`config.mk`:
```
export PLATFORM = sky130hd
export DESIGN_NAME = codec_init_seq
export DESIGN_NICKNAME = d
export VERILOG_FILES = /design/src/rtl/codec_init_pkg.sv /design/src/rtl/codec_init_timer.sv /design/src/rtl/codec_init_serdes.sv /design/src/rtl/codec_init_ctrl.sv /design/src/rtl/codec_init_seq.sv
export SDC_FILE = /design/constraint.sdc
export NUM_CORES = 1
export LEC_CHECK = 0
export ABC_AREA = 1
export BUFFER_PORTS_ARGS = -buffer_cell sky130_fd_sc_hd__clkbuf_2
export CORE_MARGIN = 8
export CORE_UTILIZATION = 30
export DETAILED_ROUTE_END_ITERATION = 10
export SYNTH_ARGS = -nofsm -noshare
export SYNTH_HDL_FRONTEND = slang
export SYNTH_SLANG_ARGS = --single-unit
```
`constraint.sdc`:
```
create_clock -name clk -period 3.3 [get_ports clk]
set_input_delay 0.495 -clock clk [delete_from_list [all_inputs] [get_ports clk]]
set_output_delay 0.495 -clock clk [all_outputs]
set_load 0.1 [all_outputs]
```
`src/rtl/codec_init_pkg.sv`:
```
package codec_init_pkg;

  localparam int CW_W   = 16;
  localparam int HS_POS = 10;

  typedef enum logic [2:0] {
    ST_IDLE,
    ST_HOLD,
    ST_HSK,
    ST_TAIL,
    ST_DONE
  } seq_state_t;

  typedef struct packed {
    logic       preamp_off;
    logic       hpf_en;
    logic [2:0] rate;
    logic       stereo;
    logic [1:0] fmt;
    logic       tri_now;
    logic       xtal2;
    logic [1:0] flen;
    logic       cmaster;
    logic       txoff;
  } codec_cfg_t;

  // First control word: converter setup plus the handshake bit
  function automatic logic [CW_W-1:0] ctrl_word_a(input codec_cfg_t c, input logic hs);
    logic [CW_W-1:0] w;
    w         = '0;
    w[12]     = c.preamp_off;
    w[HS_POS] = hs;
    w[7]      = c.hpf_en;
    w[5:3]    = c.rate;
    w[2]      = c.stereo;
    w[1:0]    = c.fmt;
    return w;
  endfunction

  // Second control word: link and clocking setup
  function automatic logic [CW_W-1:0] ctrl_word_b(input codec_cfg_t c);
    logic [CW_W-1:0] w;
    w       = '0;
    w[15]   = c.tri_now;
    w[13]   = c.xtal2;
    w[11:10] = c.flen;
    w[9]    = c.cmaster;
    w[8]    = c.txoff;
    return w;
  endfunction

endpackage

```
`src/rtl/codec_init_timer.sv`:
```
module codec_init_timer #(
  parameter int CLK_DIV    = 16,
  parameter int FRAME_BITS = 64
) (
  input  logic                          clk,
  input  logic                          rst_n,
  input  logic                          run,
  output logic                          sclk_o,
  output logic                          fs_o,
  output logic                          sample_o,
  output logic                          frame_end_o,
  output logic [$clog2(FRAME_BITS)-1:0] bit_idx_o
);
  localparam int DIV_W = $clog2(CLK_DIV);
  localparam int BIT_W = $clog2(FRAME_BITS);
  localparam int HALF  = CLK_DIV / 2;

  logic [DIV_W-1:0] div_q;
  logic [BIT_W-1:0] bit_q;

  wire div_last = (div_q == DIV_W'(CLK_DIV - 1));
  wire bit_last = (bit_q == BIT_W'(FRAME_BITS - 1));

  always_ff @(posedge clk or negedge rst_n) begin
    if (!rst_n) begin
      div_q <= '0;
      bit_q <= '0;
    end else if (!run) begin
      div_q <= '0;
      bit_q <= '0;
    end else begin
      div_q <= div_last ? '0 : div_q + 1'b1;
      if (div_last) bit_q <= bit_last ? '0 : bit_q + 1'b1;
    end
  end

  assign sclk_o      = run && (div_q >= DIV_W'(HALF));
  assign fs_o        = run && (bit_q == '0);
  assign sample_o    = run && (div_q == DIV_W'(HALF));
  assign frame_end_o = run && div_last && bit_last;
  assign bit_idx_o   = bit_q;


  fs_one_bit_chk: assert property (@(posedge clk) disable iff (!rst_n)
    $fell(fs_o) |-> (run && bit_q == BIT_W'(1)));


  sclk_rise_mid_chk: assert property (@(posedge clk) disable iff (!rst_n)
    (run && $rose(sclk_o)) |-> (div_q == DIV_W'(HALF)));

endmodule

```
`src/rtl/codec_init_serdes.sv`:
```
module codec_init_serdes
  import codec_init_pkg::*;
#(
  parameter int FRAME_BITS = 64,
  parameter int WORDS      = 4
) (
  input  logic                          clk,
  input  logic                          rst_n,
  input  logic                          run,
  input  logic                          sample,
  input  logic                          frame_end,
  input  logic [$clog2(FRAME_BITS)-1:0] bit_idx,
  input  logic [FRAME_BITS-1:0]         tx_frame,
  input  logic                          sdin,
  output logic                          sdout,
  output logic                          hs_ret,
  output logic [FRAME_BITS-1:0]         rx_frame
);
  localparam int BIT_W = $clog2(FRAME_BITS);
  localparam logic [BIT_W-1:0] TOP_IDX = BIT_W'(FRAME_BITS - 1);

  logic [FRAME_BITS-1:0] rx_shift;

  assign sdout = run & tx_frame[TOP_IDX - bit_idx];

  always_ff @(posedge clk or negedge rst_n) begin
    if (!rst_n)      rx_shift <= '0;
    else if (sample) rx_shift <= {rx_shift[FRAME_BITS-2:0], sdin};
  end

  // Handshake bit of the returned first word, valid at frame end
  assign hs_ret = rx_shift[FRAME_BITS - CW_W + HS_POS];

  for (genvar g = 0; g < WORDS; g++) begin : g_rx_word
    logic [CW_W-1:0] word_q;
    always_ff @(posedge clk or negedge rst_n) begin
      if (!rst_n)         word_q <= '0;
      else if (frame_end) word_q <= rx_shift[g*CW_W +: CW_W];
    end
    assign rx_frame[g*CW_W +: CW_W] = word_q;
  end


  rx_hold_chk: assert property (@(posedge clk) disable iff (!rst_n)
    !$past(frame_end) |-> $stable(rx_frame));

endmodule

```
`src/rtl/codec_init_ctrl.sv`:
```
module codec_init_ctrl
  import codec_init_pkg::*;
#(
  parameter int RESET_CYCLES   = 1000000,
  parameter int TIMEOUT_FRAMES = 1024,
  parameter int POST_FRAMES    = 4
) (
  input  logic       clk,
  input  logic       rst_n,
  input  logic       start,
  input  logic       frame_end,
  input  logic       hs_ret,
  input  codec_cfg_t cfg_in,
  output seq_state_t state,
  output codec_cfg_t cfg_q,
  output logic       hs_bit,
  output logic       err
);
  localparam int HOLD_W = $clog2(RESET_CYCLES + 1);
  localparam int FMAX   = (TIMEOUT_FRAMES > POST_FRAMES) ? TIMEOUT_FRAMES : POST_FRAMES;
  localparam int FC_W   = $clog2(FMAX + 1);

  logic [HOLD_W-1:0] hold_q;
  logic [FC_W-1:0]   fcnt_q;

  // Named events for the assertions
  wire accept_evt    = start && (state == ST_IDLE || state == ST_DONE);
  wire hold_last     = (hold_q == HOLD_W'(RESET_CYCLES - 1));
  wire hs_clear_evt  = (state == ST_HSK) && frame_end && !hs_ret;
  wire timeout_evt   = (state == ST_HSK) && frame_end && hs_ret &&
                       (fcnt_q == FC_W'(TIMEOUT_FRAMES - 1));
  wire tail_done_evt = (state == ST_TAIL) && frame_end &&
                       (fcnt_q == FC_W'(POST_FRAMES - 1));

  always_ff @(posedge clk or negedge rst_n) begin
    if (!rst_n) begin
      state  <= ST_IDLE;
      hold_q <= '0;
      fcnt_q <= '0;
      hs_bit <= 1'b0;
      err    <= 1'b0;
      cfg_q  <= '0;
    end else begin
      unique case (state)
        ST_IDLE, ST_DONE: begin
          if (accept_evt) begin
            cfg_q  <= cfg_in;
            err    <= 1'b0;
            hold_q <= '0;
            state  <= ST_HOLD;
          end
        end
        ST_HOLD: begin
          if (hold_last) begin
            state  <= ST_HSK;
            fcnt_q <= '0;
            hs_bit <= 1'b0;
          end else begin
            hold_q <= hold_q + 1'b1;
          end
        end
        ST_HSK: begin
          if (hs_clear_evt) begin
            state  <= ST_TAIL;
            hs_bit <= 1'b1;
            fcnt_q <= '0;
          end else if (timeout_evt) begin
            state <= ST_IDLE;
            err   <= 1'b1;
          end else if (frame_end) begin
            fcnt_q <= fcnt_q + 1'b1;
          end
        end
        ST_TAIL: begin
          if (tail_done_evt)  state  <= ST_DONE;
          else if (frame_end) fcnt_q <= fcnt_q + 1'b1;
        end
        default: state <= ST_IDLE;
      endcase
    end
  end


  hs_set_at_frame_chk: assert property (@(posedge clk) disable iff (!rst_n)
    $rose(hs_bit) |-> $past(frame_end));


  timeout_idle_chk: assert property (@(posedge clk) disable iff (!rst_n)
    timeout_evt |=> (state == ST_IDLE && err));


  busy_start_ignored_chk: assert property (@(posedge clk) disable iff (!rst_n)
    (start && (state == ST_HSK || state == ST_TAIL)) |=> (state != ST_HOLD));

endmodule

```
`src/rtl/codec_init_seq.sv`:
```
module codec_init_seq
  import codec_init_pkg::*;
#(
  parameter int RESET_CYCLES   = 1000000,
  parameter int CLK_DIV        = 16,
  parameter int WORDS          = 4,
  parameter int TIMEOUT_FRAMES = 1024,
  parameter int POST_FRAMES    = 4
) (
  input  logic                  clk,
  input  logic                  rst_n,
  input  logic                  start,
  input  logic                  mic_boost_off,
  input  logic                  hpf_on,
  input  logic [2:0]            rate_code,
  input  logic                  stereo_on,
  input  logic [1:0]            fmt_code,
  input  logic                  tri_immediate,
  input  logic                  alt_xtal,
  input  logic [1:0]            frame_code,
  input  logic                  codec_clk_master,
  input  logic                  codec_tx_mute,
  input  logic                  sdin,
  output logic                  codec_rst_n,
  output logic                  data_sel,
  output logic                  link_drive,
  output logic                  sclk_out,
  output logic                  fs_out,
  output logic                  sdout,
  output logic [WORDS*16-1:0]   rx_words,
  output logic                  done,
  output logic                  err
);
  localparam int FRAME_BITS = WORDS * CW_W;
  localparam int BIT_W      = $clog2(FRAME_BITS);

  codec_cfg_t            cfg_in, cfg_q;
  seq_state_t            state;
  logic                  hs_bit, hs_ret, run;
  logic                  sample, frame_end;
  logic [BIT_W-1:0]      bit_idx;
  logic [FRAME_BITS-1:0] tx_frame;

  assign cfg_in = '{preamp_off: mic_boost_off, hpf_en: hpf_on, rate: rate_code,
                    stereo: stereo_on, fmt: fmt_code, tri_now: tri_immediate,
                    xtal2: alt_xtal, flen: frame_code, cmaster: codec_clk_master,
                    txoff: codec_tx_mute};

  if (WORDS > 2) begin : g_pad
    assign tx_frame = {ctrl_word_a(cfg_q, hs_bit), ctrl_word_b(cfg_q),
                       {(FRAME_BITS - 2*CW_W){1'b0}}};
  end else begin : g_nopad
    assign tx_frame = {ctrl_word_a(cfg_q, hs_bit), ctrl_word_b(cfg_q)};
  end

  codec_init_ctrl #(
    .RESET_CYCLES  (RESET_CYCLES),
    .TIMEOUT_FRAMES(TIMEOUT_FRAMES),
    .POST_FRAMES   (POST_FRAMES)
  ) u_ctrl (
    .clk(clk), .rst_n(rst_n), .start(start), .frame_end(frame_end),
    .hs_ret(hs_ret), .cfg_in(cfg_in), .state(state), .cfg_q(cfg_q),
    .hs_bit(hs_bit), .err(err)
  );

  codec_init_timer #(
    .CLK_DIV   (CLK_DIV),
    .FRAME_BITS(FRAME_BITS)
  ) u_timer (
    .clk(clk), .rst_n(rst_n), .run(run), .sclk_o(sclk_out), .fs_o(fs_out),
    .sample_o(sample), .frame_end_o(frame_end), .bit_idx_o(bit_idx)
  );

  codec_init_serdes #(
    .FRAME_BITS(FRAME_BITS),
    .WORDS     (WORDS)
  ) u_serdes (
    .clk(clk), .rst_n(rst_n), .run(run), .sample(sample), .frame_end(frame_end),
    .bit_idx(bit_idx), .tx_frame(tx_frame), .sdin(sdin), .sdout(sdout),
    .hs_ret(hs_ret), .rx_frame(rx_words)
  );

  assign run         = (state == ST_HSK) || (state == ST_TAIL);
  assign link_drive  = run;
  assign codec_rst_n = run || (state == ST_DONE);
  assign data_sel    = (state == ST_DONE);
  assign done        = (state == ST_DONE);


  link_after_reset_chk: assert property (@(posedge clk) disable iff (!rst_n)
    $rose(link_drive) |-> (codec_rst_n && !data_sel));


  sdout_launch_low_chk: assert property (@(posedge clk) disable iff (!rst_n)
    (link_drive && $past(link_drive) && !$stable(sdout)) |-> !sclk_out);


  done_handover_chk: assert property (@(posedge clk) disable iff (!rst_n)
    done |-> (data_sel && !link_drive && !sclk_out && !fs_out));

endmodule

```
==> After elaboration in Yosys (flattened, before gate mapping) <==
Cells that the tools add are included.
{ "classes": {"n_addsub": 5, "magnitude_cmp": 2, "eq_ne": 21, "n_mux": 29, "n_bitwise": 1, "n_reduce_logical": 29} }
{ "op_table": {"columns": ["operator", "n"], "rows": [
  ["$mux 11", 5],
  ["$mux 20", 2],
  ["$pmux 20 s2", 1],
  ["$pmux 11 s3", 1],
  ["$add 20x1->20 const B", 1],
  ["$eq 20x20->1 const B", 1],
  ["$mux 6", 3],
  ["$mux 3", 5],
  ["$logic_and 1x1->1", 12],
  ["$ne 2x1->1 const B", 6],
  ["$pmux 3 s4", 1],
  ["$reduce_and 4->1", 3],
  ["$add 11x1->11 const B", 1],
  ["$eq 11x10->1 const B", 1],
  ["$eq 11x2->1 const B", 1],
  ["$eq 4x4->1 const B", 2],
  ["$mux 4", 2],
  ["$lt 6x7->1 const B", 1],
  ["$add 6x1->6 const B", 1],
  ["$bmux 1 s6", 1],
  ["$eq 3x2->1 const B", 2],
  ["$eq 6x6->1 const B", 1],
  ["$logic_not 6->1", 1],
  ["$mux 1", 6],
  ["18 further kinds", 26]
]} }
{ "word_totals": {"regBits": 188, "inputBits": 18, "out_inout_bits": 72, "wordCells": 109} }

==> Logic depth before layout (Yosys ltp) <==
{ "depth": {"word_depth": 10, "ltp_mapped": 12, "depth_no_buf": 11} }

==> Cells and area by module <==
From an unflattened synthesis, not the netlist that was laid out.
{ "hier_totals": {"cells_unflattened": 1085, "hier_area_um2": 8992.4} }
{ "by_module_without_submodules": {"columns": ["mod", "n_inst", "cells_per_inst", "area_per_inst_um2", "seq_area_each_um2"], "rows": [
  ["codec_init_serdes", 1, 584, 5358.9, 3203.1],
  ["codec_init_ctrl", 1, 419, 2994.1, 1251.2],
  ["codec_init_timer", 1, 73, 601.8, 250.2],
  ["codec_init_seq", 1, 9, 37.5, 0.0]
]} }

==> Least setup slack after synthesis <==
OpenSTA, ideal clock, no wires.
{ "synth_path": {"kind": "register -> output", "startpoint": "register u_timer.bit_q[0], in the netlist u_timer.bit_idx_o[0]", "endpoint": "output port fs_out", "t_arrival_ns": 3.817, "t_required_ns": 2.805, "setup_slack_ns": -1.012, "stages_incl_launch_ff": 6, "n_path_buf": 1, "cell_sequence": "dfrtp_1 -> inv_1 -> clkbuf_1 -> ha_1 -> nand3_1 -> nor4_1"} }
{ "synth_via": {"elab_chain_len": 2} }
{ "synth_lines": {"columns": ["element", "line_no", "source"], "rows": [
  ["from (decl)", "codec_init_timer.sv:19", "logic [BIT_W-1:0] bit_q;"],
  ["from (signal assigned)", "codec_init_timer.sv:33", "if (div_last) bit_q <= bit_last ? '0 : bit_q + 1'b1;"],
  ["$logic_not 6->1", "codec_init_timer.sv:38", "assign fs_o = run && (bit_q == '0);"],
  ["$logic_and 1x1->1", "codec_init_timer.sv:38", null],
  ["to (decl)", "codec_init_seq.sv:28", "output logic fs_out,"]
]} }
Every way passes these cells.

==> Final worst setup path <==
{ "layout_path": {"startpoint": "register u_timer.bit_q[0], in the netlist u_timer.bit_idx_o[0]", "endpoint": "output port sdout"} }
{ "layout_via": {"elab_chain_len": 4} }
{ "layout_lines": {"columns": ["element", "line_no", "source"], "rows": [
  ["$sub 6x6->6", "codec_init_serdes.sv:24", "assign sdout = run & tx_frame[TOP_IDX - bit_idx];"],
  ["$bmux 1 s6", "codec_init_serdes.sv:24", null],
  ["$mux 1 (implied by the code)", "codec_init_serdes.sv:24", null],
  ["$and 1x1->1", "codec_init_serdes.sv:24", null],
  ["to (decl)", "codec_init_seq.sv:29", "output logic sdout,"]
]} }
Every way passes these cells. The select of a mux whose other input is x is not followed.

==> impl_metrics.env <==
export IMPL_status="complete, no violations"
export IMPL_overflow=0
export IMPL_cts_setup_buffers=0
export IMPL_syn_area_um2=8460
export IMPL_synth_edf_count=0
export IMPL_final_common_cell="nand2_1"
export IMPL_io_pins=90
export IMPL_mostFrequentLayoutCells="299 x nand2_1, 188 x dfrtp_1, 158 x o21ai_0"
export IMPL_yosysTopAreaCellShare_pct=55.6
export IMPL_nets=1107
export IMPL_critPathKind="reg -> out"
export IMPL_power_density_nw_per_um2=549
export IMPL_critical_path_max_stage_delay_ns=0.49
export IMPL_antenna_cells=0
export IMPL_io_buffers=89
export IMPL_ant_nets=0
export IMPL_wire_per_inst_um=13.2
export IMPL_synth_top_area_cell="dfrtp_1"
export IMPL_slowest_stage="clkbuf_2"
export IMPL_grt_usage_pct=11.9
export IMPL_required_ns=2.80
export IMPL_viasPerCell=4.54
export IMPL_setup_viol=0
export IMPL_slew_limit_headroom_pct=50.8
export IMPL_htreeDepth=4
export IMPL_crit_chain="inv_1, o21ai_0, o21ai_0, nand3_1, nand2_1, nand2_1, a21oi_1, clkbuf_2"
export IMPL_min_path_type="in -> async"
export IMPL_post_route_period_util_pct=84.3
export IMPL_cts_buffers=17
export IMPL_drtIter0Drc=444
export IMPL_clock_path_buffers=2
export IMPL_cp_arrival_ns=2.29
export IMPL_cts_sinks=188
export IMPL_avgSynthCellArea_um2=8.39
export IMPL_dieArea_um2=33800
export IMPL_fmax_mhz=359
export IMPL_post_route_drc_count=0
export IMPL_die_h_um=184
export IMPL_synth_distinct_cells=33
export IMPL_netlist_top_cells_area="dfrtp_1 56%, nand2_1 13%, o21ai_0 9.3%"
export IMPL_post_cts_resized=0
export IMPL_num_rows=61
export IMPL_syn_inst=1009
export IMPL_ir_worst_vdd_v=0.000322
export IMPL_start_util_pct=30.5
export IMPL_start_kind="register"
export IMPL_syn2layout_area_growth_pct=16.3
export IMPL_rsz0062_at_grt="no"
export IMPL_clkLatencyLatePin_ns=0.43
export IMPL_post_dp_cell_area_um2=9280
export IMPL_p_total_w=0.00541
export IMPL_cts_root_buf="clkbuf_16"
export IMPL_tightest_slew_ns=0.738
export IMPL_clock_skew_ns=0.0155
export IMPL_cp_max_fo=11
export IMPL_tritoncts="yes"
export IMPL_ys_ff_latch=188
export IMPL_gp_congestion=0.818
export IMPL_vias=6684
export IMPL_timing_final_crit_period_ns=2.78
export IMPL_ys_async_sr_fraction_pct=100
export IMPL_grt_pass1_wl_um=33300
export IMPL_report_final_slew_viol_count=0
export IMPL_first_global_vias=6632
export IMPL_dp_hpwl_um=13300
export IMPL_drt_pass1_iter_count=5
export IMPL_cp_end_kind="output pin"
export IMPL_maxCapViolations=0
export IMPL_die_x_um=184
export IMPL_synthFlopType="dfrtp_1"
export IMPL_finalInstanceArea_um2=9840
export IMPL_core_area_um2=27800
export IMPL_antenna_found_initial=0
export IMPL_fin_setup_tns_ns=0
export IMPL_grt_max_degree=87
export IMPL_wirelength_um=19500
export IMPL_final_layout_size_suffix_gt1_share_pct=13.7
export IMPL_yosys_warnings=0
export IMPL_path_clk_slew_ns=0.08
export IMPL_path_buf_inv=2
export IMPL_finalHoldViolCount=0
export IMPL_cp_top_family="buffers and inverters"
export IMPL_hold_buffers=0
export IMPL_p_leak_nw=4.64
export IMPL_synth_nets=1033
export IMPL_synth_seq_area_share_pct=55.6
[registers in the layout, indices dropped and copies added (netlist names)]
name,cells
u_timer.div_q,4
u_ctrl.err,1
u_serdes.g_rx_word.word_q,64
u_timer.bit_idx_o,6
u_ctrl.hold_q,20
u_ctrl.fcnt_q,11
u_ctrl.hs_bit,1
u_serdes.rx_shift,64
u_ctrl.cfg_q,14
u_ctrl.state,3
[area by class of cell]
class / count / area [um^2]
clock buffer: 20 / 467
clock inverter: 11 / 98.8
fill: 2919 / 17900
inverter: 126 / 475
multi-input combinational: 652 / 3060
sequential: 188 / 4700
tap: 378 / 473
timing repair buffer: 98 / 559
[routing by layer]
layer / wire [um] / up-vias / GRT usage [%]
met2: 8950 / 156 / 18.5
met5: 0 / - / 0
met1: 8880 / 3152 / 15.4
li1: - / 3361 / -
met3: 1460 / 15 / 4.53
met4: 192 / 0 / 2.97
[cell families (layout without fill, tap and decap cells)]
kind of cell             Yosys count  in the layout  share of synthesized area [%]
adder cells (fa/ha/maj)            6              6                          0.887
buffers and inverters            169            255                           8.41
AND/OR/NAND/NOR                  452            452                           22.6
AO/OA/AOI/OAI                    177            177                           10.7
XOR/XNOR                          17             17                           1.76
flip-flops                       188            188                           55.6
[synthesized netlist by cell type, types with 2 or more instances]
library cell,instances
inv_2,5
a21oi_1,7
nand2_1,299
nor2_1,49
xor2_1,15
nor3_1,15
buf_4,9
nor2_2,2
ha_1,6
nand2_2,4
nand2_4,2
clkbuf_1,11
xnor2_1,2
inv_1,120
buf_2,21
o21ai_0,158
buf_6,2
o22ai_1,8
nand3_1,51
nand4_1,23
dfrtp_1,188
[final timing paths]
check | startpoint | to | slack (ns) | depth (start not counted)
min in group clk | alt_xtal | u_ctrl.cfg_q[4]$_DFFE_PN0P_ | 0.25 | 3
hold reg to reg | u_serdes.rx_shift[46]$_DFFE_PN0P_ | u_serdes.rx_shift[47]$_DFFE_PN0P_ | 0.48 | 2
setup reg to reg | u_timer.bit_idx_o[0]$_DFFE_PN0P_ | u_ctrl.fcnt_q[9]$_DFFE_PN0P_ | 0.97 | 10
hold / removal | rst_n | u_ctrl.cfg_q[2]$_DFFE_PN0P_ | 0.09 | 1
setup / recovery | u_timer.bit_idx_o[0]$_DFFE_PN0P_ | sdout | 0.52 | 8
max in group asynchronous | rst_n | u_serdes.g_rx_word[0].word_q[3]$_DFFE_PN0N_ | 2.36 | 2
[through the flow]
stage | hold WS, ns | setup slack, ns | std cells | util (%)
detailed placement | 0.469 | 0.989 | 1442 | 33.4
CTS | 0.138 | 0.513 | 1473 | 35.4
global route | 0.159 | 0.258 | 1473 | 35.4
finish | 0.0929 | 0.518 | 1473 | 35.4
floorplan | 0.199 | 0.0545 | 1009 | -
global placement | 0.462 | 1.06 | 1442 | 33.4
[report_power, final]
part	internal [W]	switching (W)	total [W]
Combinational	0.000195	0.000689	0.000884
Clock	0.00105	0.000958	0.00201
Sequential	0.00242	0.0000926	0.00252
Total	0.00367	0.00174	0.00541
Power figures use the tool's default switching activity.
